File: src/rtl/pwmt_pkg.sv
`timescale 1ns/1ps
package pwmt_pkg;

    localparam int CNT_W   = 16;
    localparam int ADDR_W  = 8;
    localparam int DATA_W  = 16;
    localparam int PS_W    = 3;
    localparam int PRE_W   = (1 << PS_W) - 1;
    localparam int MAX_CH  = 6;

    localparam logic [ADDR_W-1:0] OFS_CTRL    = 8'h10;
    localparam logic [ADDR_W-1:0] OFS_COUNT   = 8'h14;
    localparam logic [ADDR_W-1:0] OFS_PERIOD  = 8'h18;
    localparam logic [ADDR_W-1:0] OFS_CH_CTL  = 8'h20;
    localparam logic [ADDR_W-1:0] OFS_CH_CMP  = 8'h24;
    localparam int                CH_STRIDE   = 8;

    typedef enum logic [1:0] {
        CM_STOP = 2'b00,
        CM_RUN  = 2'b01,
        CM_RSV2 = 2'b10,
        CM_RSV3 = 2'b11
    } cmode_e;

    typedef struct packed {
        logic           center;
        cmode_e         cmod;
        logic [PS_W-1:0] ps;
    } tmr_ctrl_t;

    typedef struct packed {
        logic [1:0] msel;
        logic [1:0] lvl;
    } ch_mode_t;

    function automatic logic pwm_level(input logic [CNT_W-1:0] cnt,
                                       input logic [CNT_W-1:0] cmp,
                                       input ch_mode_t         md);
        logic raw;
        raw = (cnt < cmp);
        if (!md.msel[1] || md.lvl == 2'b00)
            return 1'b0;
        return md.lvl[0] ? ~raw : raw;
    endfunction

    function automatic logic [PRE_W-1:0] pre_mask(input logic [PS_W-1:0] ps);
        return PRE_W'({PRE_W{1'b1}} >> (PS_W'(PRE_W) - ps));
    endfunction

endpackage

File: src/rtl/pwmt_counter.sv
`timescale 1ns/1ps
module pwmt_counter
    import pwmt_pkg::*;
(
    input  logic             clk,
    input  logic             rst,
    input  logic             ctrl_we,
    input  tmr_ctrl_t        ctrl_wdata,
    input  logic             cnt_clr,
    input  logic             per_we,
    input  logic [CNT_W-1:0] per_wdata,
    output tmr_ctrl_t        ctrl_q,
    output logic [CNT_W-1:0] cnt_q,
    output logic [CNT_W-1:0] per_q,
    output logic             tick,
    output logic             wrap,
    output logic             stopped
);

    logic [PRE_W-1:0] pre_q;
    logic [PRE_W-1:0] mask;
    logic [CNT_W-1:0] per_buf_q;
    logic             per_pend_q;
    logic             running;

    assign running = (ctrl_q.cmod == CM_RUN);
    assign stopped = (ctrl_q.cmod == CM_STOP);
    assign mask    = pre_mask(ctrl_q.ps);
    assign tick    = running && ((pre_q & mask) == mask);
    assign wrap    = tick && (cnt_q == per_q);

    always_ff @(posedge clk) begin
        if (rst) begin
            ctrl_q <= '0;
        end else if (ctrl_we) begin
            ctrl_q.center <= ctrl_wdata.center;
            ctrl_q.cmod   <= ctrl_wdata.cmod;
            if (ctrl_q.cmod == CM_STOP)
                ctrl_q.ps <= ctrl_wdata.ps;
        end
    end

    always_ff @(posedge clk) begin
        if (rst) begin
            pre_q <= '0;
            cnt_q <= '0;
        end else begin
            if (!running || cnt_clr)
                pre_q <= '0;
            else
                pre_q <= pre_q + 1'b1;
            if (cnt_clr)
                cnt_q <= '0;
            else if (wrap)
                cnt_q <= '0;
            else if (tick)
                cnt_q <= cnt_q + 1'b1;
        end
    end

    always_ff @(posedge clk) begin
        if (rst) begin
            per_q      <= {CNT_W{1'b1}};
            per_buf_q  <= '0;
            per_pend_q <= 1'b0;
        end else if (per_we && stopped) begin
            per_q      <= per_wdata;
            per_pend_q <= 1'b0;
        end else begin
            if (wrap && per_pend_q) begin
                per_q      <= per_buf_q;
                per_pend_q <= 1'b0;
            end
            if (per_we && !per_pend_q) begin
                per_buf_q  <= per_wdata;
                per_pend_q <= 1'b1;
            end
        end
    end

    AST_PS_LOCKED: assert property (@(posedge clk) disable iff (rst)
        (ctrl_q.cmod != CM_STOP) |=> $stable(ctrl_q.ps));
    AST_HALT_HOLDS: assert property (@(posedge clk) disable iff (rst)
        (!running && !cnt_clr) |=> $stable(cnt_q));
    AST_UNDIV_TICK: assert property (@(posedge clk) disable iff (rst)
        (running && ctrl_q.ps == '0) |-> tick);
    AST_WRAP_TO_ZERO: assert property (@(posedge clk) disable iff (rst)
        (wrap && !cnt_clr) |=> (cnt_q == '0));
    AST_HELD_PERIOD: assert property (@(posedge clk) disable iff (rst)
        (per_pend_q && !wrap && !stopped) |=> $stable(per_q));

endmodule

File: src/rtl/pwmt_channel.sv
`timescale 1ns/1ps
module pwmt_channel
    import pwmt_pkg::*;
(
    input  logic             clk,
    input  logic             rst,
    input  logic             ctl_we,
    input  logic [7:0]       ctl_wdata,
    input  logic             cmp_we,
    input  logic [CNT_W-1:0] cmp_wdata,
    input  logic             stopped,
    input  logic             tick,
    input  logic             wrap,
    input  logic [CNT_W-1:0] cnt,
    output logic [7:0]       ctl_rdata,
    output logic [CNT_W-1:0] cmp_q,
    output logic             pwm_o
);

    ch_mode_t         mode_q;
    logic             flag_q;
    logic [CNT_W-1:0] cmp_buf_q;
    logic             cmp_pend_q;
    logic             hit;
    logic             unused_ctl_bits;

    assign unused_ctl_bits = ^{ctl_wdata[6], ctl_wdata[1:0]};
    assign hit = tick && (cnt == cmp_q);

    always_ff @(posedge clk) begin
        if (rst) begin
            mode_q <= '0;
            flag_q <= 1'b0;
        end else begin
            if (ctl_we)
                mode_q <= ch_mode_t'(ctl_wdata[5:2]);
            if (hit)
                flag_q <= 1'b1;
            else if (ctl_we && ctl_wdata[7])
                flag_q <= 1'b0;
        end
    end

    always_ff @(posedge clk) begin
        if (rst) begin
            cmp_q      <= '0;
            cmp_buf_q  <= '0;
            cmp_pend_q <= 1'b0;
        end else if (cmp_we && stopped) begin
            cmp_q      <= cmp_wdata;
            cmp_pend_q <= 1'b0;
        end else begin
            if (wrap && cmp_pend_q) begin
                cmp_q      <= cmp_buf_q;
                cmp_pend_q <= 1'b0;
            end
            if (cmp_we) begin
                cmp_buf_q  <= cmp_wdata;
                cmp_pend_q <= 1'b1;
            end
        end
    end

    assign pwm_o     = pwm_level(cnt, cmp_q, mode_q);
    assign ctl_rdata = {flag_q, 1'b0, mode_q, 2'b00};

    AST_FLAG_ON_HIT: assert property (@(posedge clk) disable iff (rst)
        hit |=> flag_q);
    AST_LEVEL_OFF_LOW: assert property (@(posedge clk) disable iff (rst)
        (mode_q.lvl == 2'b00 || !mode_q.msel[1]) |-> !pwm_o);
    AST_ZERO_CMP_IDLE: assert property (@(posedge clk) disable iff (rst)
        (cmp_q == '0 && mode_q.lvl == 2'b10) |-> !pwm_o);
    AST_CMP_HELD: assert property (@(posedge clk) disable iff (rst)
        (!wrap && !(cmp_we && stopped)) |=> $stable(cmp_q));

endmodule

File: src/rtl/pwmt_top.sv
`timescale 1ns/1ps
module pwmt_top
    import pwmt_pkg::*;
#(
    parameter int NUM_CH = 2
) (
    input  logic              clk,
    input  logic              rst,
    input  logic              bus_wr,
    input  logic [7:0]        bus_addr,
    input  logic [15:0]       bus_wdata,
    output logic [15:0]       bus_rdata,
    output logic [NUM_CH-1:0] pwm_out
);

    tmr_ctrl_t        ctrl_q;
    logic [CNT_W-1:0] cnt_q;
    logic [CNT_W-1:0] per_q;
    logic             tick;
    logic             wrap;
    logic             stopped;

    logic [NUM_CH-1:0]           ctl_we;
    logic [NUM_CH-1:0]           cmp_we;
    logic [NUM_CH-1:0][7:0]      ctl_rd;
    logic [NUM_CH-1:0][CNT_W-1:0] cmp_rd;

    pwmt_counter u_counter (
        .clk        (clk),
        .rst        (rst),
        .ctrl_we    (bus_wr && bus_addr == OFS_CTRL),
        .ctrl_wdata (tmr_ctrl_t'(bus_wdata[5:0])),
        .cnt_clr    (bus_wr && bus_addr == OFS_COUNT),
        .per_we     (bus_wr && bus_addr == OFS_PERIOD),
        .per_wdata  (bus_wdata),
        .ctrl_q     (ctrl_q),
        .cnt_q      (cnt_q),
        .per_q      (per_q),
        .tick       (tick),
        .wrap       (wrap),
        .stopped    (stopped)
    );

    for (genvar g = 0; g < NUM_CH; g++) begin : g_ch
        localparam logic [ADDR_W-1:0] CTL_A = ADDR_W'(OFS_CH_CTL + CH_STRIDE * g);
        localparam logic [ADDR_W-1:0] CMP_A = ADDR_W'(OFS_CH_CMP + CH_STRIDE * g);

        assign ctl_we[g] = bus_wr && (bus_addr == CTL_A);
        assign cmp_we[g] = bus_wr && (bus_addr == CMP_A);

        pwmt_channel u_ch (
            .clk       (clk),
            .rst       (rst),
            .ctl_we    (ctl_we[g]),
            .ctl_wdata (bus_wdata[7:0]),
            .cmp_we    (cmp_we[g]),
            .cmp_wdata (bus_wdata),
            .stopped   (stopped),
            .tick      (tick),
            .wrap      (wrap),
            .cnt       (cnt_q),
            .ctl_rdata (ctl_rd[g]),
            .cmp_q     (cmp_rd[g]),
            .pwm_o     (pwm_out[g])
        );
    end

    always_comb begin
        bus_rdata = '0;
        unique case (bus_addr)
            OFS_CTRL:   bus_rdata = {10'd0, ctrl_q};
            OFS_COUNT:  bus_rdata = cnt_q;
            OFS_PERIOD: bus_rdata = per_q;
            default:    bus_rdata = '0;
        endcase
        for (int i = 0; i < NUM_CH; i++) begin
            if (bus_addr == ADDR_W'(OFS_CH_CTL + CH_STRIDE * i))
                bus_rdata = {8'd0, ctl_rd[i]};
            if (bus_addr == ADDR_W'(OFS_CH_CMP + CH_STRIDE * i))
                bus_rdata = cmp_rd[i];
        end
    end

    AST_CH_COUNT_OK: assert property (@(posedge clk) disable iff (rst)
        (NUM_CH >= 1 && NUM_CH <= MAX_CH));

endmodule

File: config.mk
export PLATFORM = sky130hd
export DESIGN_NAME = pwmt_top
export DESIGN_NICKNAME = d
export VERILOG_FILES = /design/src/rtl/pwmt_pkg.sv /design/src/rtl/pwmt_counter.sv /design/src/rtl/pwmt_channel.sv /design/src/rtl/pwmt_top.sv
export SDC_FILE = /design/constraint.sdc
export NUM_CORES = 1
export LEC_CHECK = 0
export CAP_MARGIN = 25
export CORE_UTILIZATION = 39
export CTS_BUF_LIST = sky130_fd_sc_hd__clkbuf_8
export DETAILED_ROUTE_END_ITERATION = 6
export RECOVER_POWER = 25
export REMOVE_ABC_BUFFERS = 1
export SKIP_LAST_GASP = 1
export SLEW_MARGIN = 20
export SYNTH_ARGS = -nofsm -noshare
export SYNTH_HDL_FRONTEND = slang
export SYNTH_HIERARCHICAL = 1
export SYNTH_SLANG_ARGS = --single-unit
File: constraint.sdc
create_clock -name clk -period 3 [get_ports clk]
set_clock_uncertainty 0.2 [all_clocks]
set_input_delay 0.6 -clock clk [delete_from_list [all_inputs] [get_ports clk]]
set_output_delay 0.6 -clock clk [all_outputs]
set_load 0.05 [all_outputs]
==> PnR_summary.wiki, run 1 <==
{| class="wikitable"
! Metric !! Value
|-
| Status || complete, but fails checks
|-
| Violated checks || setup timing
|-
| HPWL reported at the end of detailed placement || 17700 um
|-
| Die Ht || 142 um
|-
| Count of final setup violators || 18
|-
| Net switching fraction of the power || 25.3%
|-
| Global-route wire length before repair || 38300 um
|-
| Switching power summed over all nets || 0.895 mW
|-
| Non-filler cells in the finished layout || 1336
|-
| Pin count of the biggest net entering global routing || 77
|-
| Power density normalized to cell area || 348 nW/um2
|-
| CTS Buffer Depth || 2
|-
| Final min period || 3.45 ns
|-
| Count of distinct cell types in the synthesized netlist || 62
|-
| List of cells traversed by the critical path || inv_1 > ha_1 > a21oi_1 > o21a_1 > o221ai_2 > a2111oi_4 > mux2i_1 > buf_4 > buf_12
|-
| Critical path's slowest cell || a2111oi_4
|-
| P&R area growth vs syn || 32.5%
|-
| Total Wirelength || 24700 um
|-
| Slew at the pin closest to its max-slew limit || 0.847 ns
|-
| Kind of cell with the highest combined delay on the critical path || compound AO/OA/AOI/OAI gates
|-
| Number of standard cells after synthesis || 942
|-
| Total track usage || 25.1%
|-
| Cell count after placement || 1291
|-
| Starting DRT DRC Count || 582
|-
| Share of post-route cells with drive strength above 1 || 26.6%
|-
| Combinational power share || 6.4%
|-
| Clk root buf || clkbuf_8
|-
| Total clock buffers created by CTS || 17
|-
| Tightest slew margin relative to the limit || 42.7%
|-
| Core Box Area || 19000 um2
|-
| Number of buffer and inverter stages on the critical path || 3
|-
| PnR worst setup slack || -0.452 ns
|-
| Initial cell density of the core || 40.4%
|-
| Depth of the critical timing path with buffers and inverters included || 9
|-
| Deepest level of the CTS H-tree || 4
|-
| Number of global-route vias before repair || 6694
|-
| Worst hold margin || 0.256 ns
|-
| Internal portion of total power || 2.65 mW
|-
| Leading cell types by total area after synthesis || dfxtp_1 36%, nand2_1 7.8%, ha_1 5.5%
|-
| Total count of hold-check failures in the final report || 0
|-
| Sequential area share after synthesis || 35.9%
|-
| Worst path max stage delay || 0.45 ns
|-
| Most frequent cell after synthesis || nand2_1
|-
| DR vias/cell || 5.41
|-
| CTS tree || built
|-
| Antenna diode instance count || 0
|-
| Unrepaired setup endpoints after global routing || yes
|-
| Required time at the worst-slack endpoint || 2.20 ns
|-
| DRT Pass-1 Iters || 5
|-
| Overall overflow remaining after global route || 0
|-
| Worst setup EP type || output port
|-
| Number of antenna violations at the first check in global routing || 0
|-
| Tightest Hold Check Type || reg -> reg
|-
| Maximum clock frequency || 0.290 GHz
|-
| Post-synth top area cell || dfxtp_1
|-
| Final-stage net count || 1125
|-
| Main synth FF type || dfxtp_1
|-
| Length in cells of the worst reg-to-reg path || 8
|-
| Number of rows in the core area || 50
|-
| Worst Path Max Fanout || 2
|-
| Part of the total power dissipated in sequential elements || 51.6%
|-
| Top-level I/O count || 45
|-
| Final count of pins violating max slew || 0
|-
| Share of flip-flops with an asynchronous set or reset after synthesis || 0%
|-
| Share of the synthesized area in the top cell type || 35.9%
|-
| Mapped Avg Cell Area || 8.16 um2
|-
| Count of input and output buffers || 44
|-
| Clock insertion delay at the later pin of the skew report || 0.46 ns
|-
| Kind of start point of the critical path || register
|-
| Synthesized cell area || 7690 um2
|-
| Worst vdd ir || 0.198 mV
|-
| Hold path depth || 2
|-
| Top cell types by occurrence after synthesis || 160 x nand2_1, 138 x dfxtp_1, 91 x nor2_1
|-
| Die Area || 20300 um2
|-
| Synth warn || 6
|-
| Leakage power || 3.72 nW
|-
| Synth Register Bits || 138
|-
| Number of hold buffers added after cts || 0
|-
| Number of clock sinks || 138
|-
| Clock transition at the registers of the reported paths || 0.08 ns
|-
| Proportion of power drawn by the clock network || 41.9%
|-
| Post-detailed-route wirelength per cell || 18.5 um
|-
| Fin crit share || 115%
|-
| Final antenna-violating net count || 0
|-
| Final weighted congestion in routability-driven placement || 0.920
|-
| DRC violations left || 0
|-
| Post-synth EDFFs || 0
|-
| Horizontal die dimension || 142 um
|-
| Type of the setup path with the least slack || reg -> out
|-
| Number of vias after detailed routing || 7229
|-
| Arrival time of data at the critical path endpoint || 2.65 ns
|-
| Max-capacitance violation count || 0
|}
[worst reg2reg max path: stages (launching register included)]
cell and delay, ns:
dfxtp_2 0.37, buf_4 0.17, xor2_1 0.17, nor4_1 0.43, nand4_1 0.26, nor4b_1 0.76
nor2_4 0.01, buf_4 0.24, mux2i_1 0.17
[area by class of cell]
class | count | area (um2)
clock inverter | 14 | 134
sequential | 138 | 2820
inverter | 50 | 188
fill | 1772 | 8830
tap | 260 | 325
clock buffer | 17 | 234
multi-input combinational | 685 | 4820
timing repair buffer | 172 | 1670
[layer usage]
metal,wire length [um],GRT usage (%)
met1,12000,36.4
met3,1270,4.00
met5,0,0
met4,656,9.00
met2,10800,37.2
[state kept, by name, summed over array words and instances, names as in the netlist]
register              flops
g_ch.u_ch/cmp_buf_q      32
g_ch.u_ch/cmp_q          32
u_counter/cnt_q          16
u_counter/per_buf_q      16
u_counter/per_q          16
g_ch.u_ch/ctl_rdata       8
u_counter/pre_q           7
u_counter/ctrl_q          6
g_ch.u_ch/cmp_pend_q      2
g_ch.u_ch/flag_q          2
u_counter/per_pend_q      1
[power by group through the flow]
stage	sequential [mW]	combinational (mW)	clock [mW]
3_3_place_gp	1.88	0.209	0
6_report	1.83	0.228	1.48
4_1_cts	1.83	0.225	1.50
5_1_grt	1.83	0.240	1.58
3_5_place_dp	1.88	0.209	0
2_1_floorplan	1.88	0.0583	0
[through the flow]
stage / setup WS, ns / utilization (%) / TNS (ns) / cell area (um2) / power [mW]
2_1_floorplan: -1.28 / - / -79.69 / 7320 / 1.93
3_3_place_gp: -0.151 / 48.4 / -1.43 / 9200 / 2.09
3_5_place_dp: -0.150 / 48.4 / -1.46 / 9200 / 2.09
4_1_cts: -0.423 / 53.0 / -0.892 / 10100 / 3.55
5_1_grt: -0.485 / 53.6 / -5.85 / 10200 / 3.65
6_report: -0.452 / 53.6 / -4.38 / 10200 / 3.54
[kinds of logic after synthesis]
group	after synthesis	share of synthesized area [%]
AND/OR/NAND/NOR	391	24.0
multiplexers	51	7.94
other	2	0.0977
XOR/XNOR	34	3.87
buffers and inverters	123	7.42
AO/OA/AOI/OAI	169	15.2
adder cells (fa/ha/maj)	34	5.53
flip-flops	138	35.9
[layout by cell type (no fill, tap or decap), types with 6 or more instances in the layout]
cell             count
inv_2                9
inv_1               43
a211oi_1            16
buf_4              109
conb_1               6
nor2_1              91
and3_1              18
clkbuf_8            17
ha_1                17
nor3_1              11
nor4_1               8
a21oi_1             68
a22oi_1             10
nand3_1             43
dfxtp_1            104
nor2b_1              6
a311oi_1            32
nand2_1            158
buf_12              24
ha_4                17
nand4_1             18
clkdlybuf4s50_1     20
mux2i_1             30
mux2_2               8
xor2_1              17
xnor2_1             17
dfxtp_2             29
mux2i_2              6
[final timing paths]
check,to,slack [ns],from
setup / recovery,pwm_out[1],-0.45,g_ch[1].u_ch/cmp_q[7]
hold / removal,g_ch[1].u_ch/cmp_buf_q[0],0.26,g_ch[1].u_ch/cmp_buf_q[0]
setup reg to reg,u_counter/per_q[13],0.07,u_counter/cnt_q[13]
hold reg to reg,g_ch[1].u_ch/cmp_buf_q[0],0.26,g_ch[1].u_ch/cmp_buf_q[0]
[timing repair]
action	4_1_cts	5_1_grt
buffers inserted	13	4
cloned	2	0
setup endpoints to repair	13	30
resized for setup	85	29
hold endpoints to repair	0	0
pin swaps	24	18
No activity file was read; power rests on OpenSTA's default activity.
==> run 2: changes to the inputs <==
GPL_TIMING_DRIVEN = 1   (was default)
PLACE_DENSITY_LB_ADDON = 0.08   (was default)
==> run 2 against run 1 <==
  * The flow still finishes with violations (setup timing)
  * Critical path depth unchanged
  * Clock power grew 14%
  * Non-clock buffer count decreased by 8
  * Combinational power fell by 2%
  * Sequential share of layout area up 0.13 points
  * Via count is 0.50% lower
  * Maximum frequency fell by 0.58%
  * Highest routed layer unchanged
==> PnR_summary.wiki, run 2 (synthesized netlist as in run 1, its figures left out) <==
{| class="wikitable"
! Metric !! Value
|-
| CTS Buffer Depth || 2 (unchanged)
|-
| Number of vias after detailed routing || 7193 (-0.50%)
|-
| DR vias/cell || 5.41 (about the same)
|-
| Area of all sequential standard cells || 2820 um2 (+0.22%)
|-
| Clk root buf || clkbuf_8
|-
| Required time at the worst-slack endpoint || 2.20 ns (about the same)
|-
| Worst Path Max Fanout || 2 (unchanged)
|-
| Worst vdd ir || 0.318 mV (+61%)
|-
| Area of the multi-input gates || 4820 um2 (about the same)
|-
| Number of global-route vias before repair || 6718 (+0.36%)
|-
| Clock insertion delay at the later pin of the skew report || 0.47 ns (about the same)
|-
| Horizontal die dimension || 142 um (unchanged)
|-
| Kind of start point of the critical path || register
|-
| Number of clock sinks || 138 (unchanged)
|-
| Global-route wire length before repair || 39900 um (+4.3%)
|-
| Final antenna-violating net count || 0 (unchanged)
|-
| Tightest slew margin relative to the limit || 51.9% (+9.2 points)
|-
| Pin count of the biggest net entering global routing || 70 (-9.1%)
|-
| Worst path max stage delay || 0.50 ns (+0.05 ns)
|-
| Final min period || 3.47 ns (+0.0202 ns)
|-
| PnR worst setup slack || -0.472 ns (-0.0202 ns)
|-
| Setup slack on the worst flop-to-flop path || 0.24 ns (+0.17 ns)
|-
| Total Wirelength || 25800 um (+4.4%)
|-
| Die Area || 20300 um2 (unchanged)
|-
| Tightest Hold Check Type || reg -> reg
|-
| Arrival time of data at the critical path endpoint || 2.67 ns (+0.02 ns)
|-
| Count of input and output buffers || 44 (unchanged)
|-
| Count of final setup violators || 53 (+35)
|-
| DRC violations left || 0 (unchanged)
|-
| Final-stage net count || 1118 (-0.62%)
|-
| Status || complete, but fails checks
|-
| Fin crit share || 116% (+0.67 points)
|-
| Top-level I/O count || 45 (unchanged)
|-
| Type of the setup path with the least slack || reg -> out
|-
| Number of hold buffers added after cts || 0 (unchanged)
|-
| List of cells traversed by the critical path || inv_1 > ha_4 > buf_4 > a21oi_2 > o221ai_2 > a2111oi_4 > mux2i_2 > buf_4 > buf_12
|-
| Final count of pins violating max slew || 0 (unchanged)
|-
| Total clock buffers created by CTS || 17 (unchanged)
|-
| Maximum clock frequency || 0.288 GHz (-0.58%)
|-
| Initial cell density of the core || 40.4% (unchanged)
|-
| Most frequent cells in the layout || 158 x nand2_1, 105 x dfxtp_1, 102 x buf_4, 91 x nor2_1, 63 x a21oi_1
|-
| Deepest level of the CTS H-tree || 4 (unchanged)
|-
| HPWL reported at the end of detailed placement || 18800 um (+5.8%)
|-
| Total count of hold-check failures in the final report || 0 (unchanged)
|-
| Overall overflow remaining after global route || 0 (unchanged)
|-
| CTS tree || built
|-
| Total power draw || 3.74 mW (+5.7%)
|-
| Total track usage || 26.2% (+1.1 points)
|-
| Number of antenna violations at the first check in global routing || 0 (unchanged)
|-
| Starting DRT DRC Count || 576 (-1.0%)
|-
| Critical path's slowest cell || a2111oi_4
|-
| Final weighted congestion in routability-driven placement || 0.911 (-1.0%)
|-
| Worst setup EP type || output port
|-
| Number of rows in the core area || 50 (unchanged)
|-
| Met3 GRT Util || 3.94% (-0.067 points)
|-
| Violated checks || setup timing
|-
| Kind of cell with the highest combined delay on the critical path || compound AO/OA/AOI/OAI gates
|-
| Unrepaired setup endpoints after global routing || yes
|-
| Met1 Track Usage GR || 38.0% (+1.5 points)
|-
| Slew at the pin closest to its max-slew limit || 0.714 ns (-0.133 ns)
|-
| Power density normalized to cell area || 368 nW/um2 (+5.9%)
|-
| P&R area growth vs syn || 32.2%
|-
| Core Box Area || 19000 um2 (unchanged)
|-
| Clock transition at the registers of the reported paths || 0.10 ns (+0.02 ns)
|-
| Worst hold margin || 0.259 ns (+0.00299 ns)
|-
| Number of inserted filler cells in the final layout || 1833 (+3.4%)
|-
| DRT Pass-1 Iters || 5 (unchanged)
|-
| Largest registers || g_ch.u_ch/cmp_buf_q x32, g_ch.u_ch/cmp_q x32
|-
| Highest-utilization routing layer at the global route stage || met2
|-
| Most frequent standard cell in the layout excluding fill and tap cells || nand2_1
|-
| Share of post-route cells with drive strength above 1 || 26.2% (-0.41 points)
|-
| Leakage power || 3.70 nW (-0.56%)
|-
| Post-detailed-route wirelength per cell || 19.4 um (+4.9%)
|-
| Die Ht || 142 um (unchanged)
|-
| Antenna diode instance count || 0 (unchanged)
|-
| Met2 track demand over resource || 39.9% (+2.7 points)
|-
| Max-capacitance violation count || 0 (unchanged)
|-
| Number of buffer and inverter stages on the critical path || 4 (+1)
|-
| Critical Path Most Common Cell || buf_4
|}
## run 2: worst register-to-register path, cell delays in order (launching register included)
cell	delay, ns
dfxtp_4	0.38
buf_4	0.15
xor2_1	0.18
nor4_1	0.43
nand4_1	0.28
nor3_2	0.17
buf_4	0.18
buf_12	0.20
nand3_1	0.16
a311oi_1	0.33
## run 2: final cells by class
type / count / area share (%)
clock inverters: 15 / 1.97
repair buffers: 164 / 15.5
inverters: 50 / 1.85
multi-input cells: 686 / 47.4
well taps: 260 / 3.20
flip-flops and latches: 138 / 27.8
clock buffers: 17 / 2.30
## run 2: per-layer routing
metal,share of wire [%],up-vias
li1,-,3540
met2,44,182
met5,0,-
met4,1.8,0
met1,49,3441
met3,4.6,30
## run 2: metrics by stage
step | worst slack (ns) | std cells | utilization, % | area (um2) | setup TNS (ns)
floorplan | -1.28 | 873 | - | 7320 | -79.69
finish | -0.472 | 1330 | 53.4 | 10200 | -10.60
CTS | -0.467 | 1327 | 53.2 | 10100 | -1.23
detailed placement | -0.146 | 1290 | 48.3 | 9200 | -4.97
global placement | -0.131 | 1290 | 48.3 | 9200 | -4.12
global route | -0.557 | 1330 | 53.4 | 10200 | -19.54
## run 2: timing repair
action | 4_1_cts | 5_1_grt
gates resized for setup | 89 | 24
gates cloned | 3 | 0
pin swaps | 19 | 16
setup buffers | 5 | 3
endpoints found under the setup margin | 18 | 14
## run 2: power by group
part / total [mW] / switching (mW) / internal, mW / leakage (nW)
clock: 1.69 / 0.901 / 0.791 / 0.217
sequential: 1.83 / 0.00210 / 1.82 / 1.13
combinational: 0.223 / 0.132 / 0.0911 / 2.36
total: 3.74 / 1.04 / 2.71 / 3.70
## run 2: path summary, 6_finish.rpt
path | startpoint | end | cells after the start
min reg2reg | g_ch[1].u_ch/cmp_buf_q[5] | g_ch[1].u_ch/cmp_buf_q[5] | 2
max reg2reg | u_counter/cnt_q[13] | g_ch[0].u_ch/cmp_q[12] | 9
max | g_ch[1].u_ch/cmp_q[9] | pwm_out[1] | 9
min | g_ch[1].u_ch/cmp_buf_q[5] | g_ch[1].u_ch/cmp_buf_q[5] | 2
==> run 3: changes to the inputs <==
CORE_UTILIZATION = 56   (was 39)
==> run 3 against run 2 <==
  * The run still ends with setup timing left
  * Critical path depth down 2
  * Clock power fell by 11%
  * Power is 4.8% lower
  * Sequential cell count unchanged
  * Core utilization is 21 points higher
  * Sequential share of layout area up 0.75 points
  * Worst setup slack improved by 0.067 ns
  * Critical path type unchanged
  * Critical endpoint unchanged
==> PnR_summary.wiki, run 3 (synthesized netlist as in run 1, its figures left out) <==
{| class="wikitable"
! Metric !! Value
|-
| Post-detailed-route wirelength per cell || 19.8 um (+2.1%)
|-
| Net switching fraction of the power || 25.3% (-2.4 points)
|-
| Total power draw || 3.56 mW (-4.8%)
|-
| R2R Path End || g_ch[0].u_ch/cmp_q[7]
|-
| Initial cell density of the core || 57.8% (+17 points)
|-
| Tightest Hold Check Type || reg -> reg
|-
| Global-route wire length before repair || 38400 um (-3.9%)
|-
| Total track usage || 34.8% (+8.6 points)
|-
| Antenna diode instance count || 0 (unchanged)
|-
| Number of inserted filler cells in the final layout || 989 (-46%)
|-
| Leakage power || 3.62 nW (-2.1%)
|-
| Die Area || 14200 um2 (-30%)
|-
| Required time at the worst-slack endpoint || 2.20 ns (about the same)
|-
| Worst vdd ir || 0.337 mV (+5.9%)
|-
| Count of final setup violators || 18 (-66%)
|-
| Design Area, Final || 9870 um2 (-2.8%)
|-
| Unrepaired setup endpoints after global routing || yes
|-
| Top-level I/O count || 45 (unchanged)
|-
| Length in cells of the worst reg-to-reg path || 10 (+1)
|-
| Most frequent standard cell in the layout excluding fill and tap cells || nand2_1
|-
| Total Wirelength || 24500 um (-5.2%)
|-
| Slew at the pin closest to its max-slew limit || 0.657 ns (-0.0570 ns)
|-
| Die Ht || 119 um (-16%)
|-
| Max-capacitance violation count || 0 (unchanged)
|-
| PnR worst setup slack || -0.405 ns (+0.0673 ns)
|-
| Hold path depth || 2 (unchanged)
|-
| DRC violations left || 0 (unchanged)
|-
| HPWL reported at the end of detailed placement || 17900 um (-4.7%)
|-
| Most frequent cells in the layout || 159 x nand2_1, 102 x dfxtp_1, 97 x buf_4, 91 x nor2_1, 61 x a21oi_1
|-
| Clock insertion delay at the later pin of the skew report || 0.46 ns (about the same)
|-
| P&R area growth vs syn || 28.4%
|-
| Core Box Area || 13300 um2 (-30%)
|-
| Violated checks || setup timing
|-
| Arrival time of data at the critical path endpoint || 2.60 ns (-0.07 ns)
|-
| Final antenna-violating net count || 0 (unchanged)
|-
| Status || complete, but fails checks
|-
| Tightest slew margin relative to the limit || 56.1% (+4.2 points)
|-
| Type of the setup path with the least slack || reg -> out
|-
| DRT Pass-1 Iters || 5 (unchanged)
|-
| Worst Min Path Start || g_ch[1].u_ch/flag_q
|-
| Number of buffer and inverter stages on the critical path || 1 (-3)
|-
| Count of input and output buffers || 44 (unchanged)
|-
| Overall overflow remaining after global route || 0 (unchanged)
|-
| Kind of cell with the highest combined delay on the critical path || compound AO/OA/AOI/OAI gates
|-
| Pin count of the biggest net entering global routing || 45 (-36%)
|-
| Starting DRT DRC Count || 931 (+62%)
|-
| Worst Path Max Fanout || 3 (+1)
|-
| Internal portion of total power || 2.66 mW (-1.6%)
|-
| DR vias/cell || 6.05 (+12%)
|-
| Share of post-route cells with drive strength above 1 || 25.4% (-0.77 points)
|-
| Clock transition at the registers of the reported paths || 0.09 ns (about the same)
|-
| Part of the total power dissipated in sequential elements || 51.4% (+2.6 points)
|-
| Deepest level of the CTS H-tree || 4 (unchanged)
|-
| Setup slack on the worst flop-to-flop path || 0.17 ns (-0.07 ns)
|-
| Proportion of power drawn by the clock network || 42.2% (-3.0 points)
|-
| Final-stage net count || 1108 (-0.89%)
|-
| Worst path max stage delay || 0.54 ns (+0.04 ns)
|-
| Final count of pins violating max slew || 0 (unchanged)
|-
| List of cells traversed by the critical path || ha_4 > a21oi_2 > o21a_1 > o221ai_2 > a2111oi_4 > mux2i_4 > buf_12
|-
| Clk root buf || clkbuf_8
|-
| Kind of start point of the critical path || register
|-
| Maximum clock frequency || 0.294 GHz (+2.0%)
|-
| Total count of hold-check failures in the final report || 0 (unchanged)
|-
| Total clock buffers created by CTS || 17 (unchanged)
|-
| Largest registers || g_ch.u_ch/cmp_buf_q x32, g_ch.u_ch/cmp_q x32
|-
| Number of antenna violations at the first check in global routing || 0 (unchanged)
|-
| Number of clock sinks || 138 (unchanged)
|-
| Fin crit share || 113% (-2.2 points)
|-
| Horizontal die dimension || 119 um (-16%)
|-
| Number of global-route vias before repair || 7095 (+5.6%)
|-
| CTS tree || built
|-
| End point of the worst hold path || g_ch[1].u_ch/flag_q
|-
| Final weighted congestion in routability-driven placement || 0.991 (+8.8%)
|-
| CTS Buffer Depth || 2 (unchanged)
|-
| Combinational power share || 6.4% (+0.4 points)
|-
| Worst setup EP type || output port
|-
| Switching power summed over all nets || 0.900 mW (-13%)
|-
| Number of vias after detailed routing || 7477 (+3.9%)
|-
| Placement Cell Area || 8960 um2 (-2.6%)
|-
| Power density normalized to cell area || 361 nW/um2 (-2.0%)
|-
| Reg-to-reg critical path startpoint || u_counter/cnt_q[5]
|-
| Number of rows in the core area || 42 (-16%)
|-
| Final min period || 3.40 ns (-0.0673 ns)
|-
| Critical path's slowest cell || a2111oi_4
|}
## run 3: tightest hold or removal path, stage by stage (launching register included)
cell and delay [ns]:
dfxtp_1 0.32, nand2_1 0.05, a21oi_1 0.05
## run 3: worst max-delay path by stage
stage | from | to | slack (ns) | cells after the start
floorplan | u_counter/pre_q[0] | g_ch[0].u_ch/cmp_q[0] | -1.28 | 6
global placement | bus_addr[3] | bus_rdata[12] | -0.17 | 5
detailed placement | bus_addr[3] | bus_rdata[13] | -0.19 | 5
CTS | g_ch[1].u_ch/cmp_q[15] | pwm_out[1] | -0.37 | 10
global route | g_ch[1].u_ch/cmp_q[14] | pwm_out[1] | -0.45 | 8
finish | u_counter/cnt_q[7] | pwm_out[1] | -0.40 | 7
## run 3: metrics by stage
step	setup TNS, ns	hold slack, ns	util [%]	std cells	setup WS [ns]
final	-3.92	0.258	74.2	1235	-0.405
after CTS	-0.722	0.260	73.0	1230	-0.365
after floorplan	-79.69	0.223	-	873	-1.28
after global placement	-1.33	0.242	67.4	1195	-0.167
after detailed placement	-3.06	0.248	67.4	1195	-0.188
after global routing	-8.25	0.274	74.2	1235	-0.447
## run 3: repair_timing
item,in CTS,in global routing
cloned,1,2
buffers inserted,4,5
gates resized for setup,75,40
pin swaps,18,17
hold buffers,0,0
setup endpoints to repair,18,17
## run 3: layout make-up
type | instances | area [um2] | area share [%]
Clock buffer | 17 | 234 | 2.37
Clock inverter | 14 | 149 | 1.51
Inverter | 50 | 188 | 1.90
Multi-Input combinational cell | 686 | 4780 | 48.4
Sequential cell | 138 | 2820 | 28.5
Tap cell | 176 | 220 | 2.23
Timing Repair Buffer | 154 | 1480 | 15.0
## run 3: power by group through the flow
stage | Combinational, mW | Sequential (mW) | Clock [mW]
floorplan | 0.0583 | 1.88 | 0
global placement | 0.207 | 1.88 | 0
detailed placement | 0.211 | 1.88 | 0
CTS | 0.224 | 1.83 | 1.52
global route | 0.238 | 1.83 | 1.60
finish | 0.228 | 1.83 | 1.50
## run 3: routing by layer
layer  vias up  share of wire (%)  track usage, %
met5         -                  0               0
met4         0                2.9            12.2
met3        60                7.9            7.23
met2       372                 46            53.8
met1      3546                 43            47.9
li1       3499                  -               -
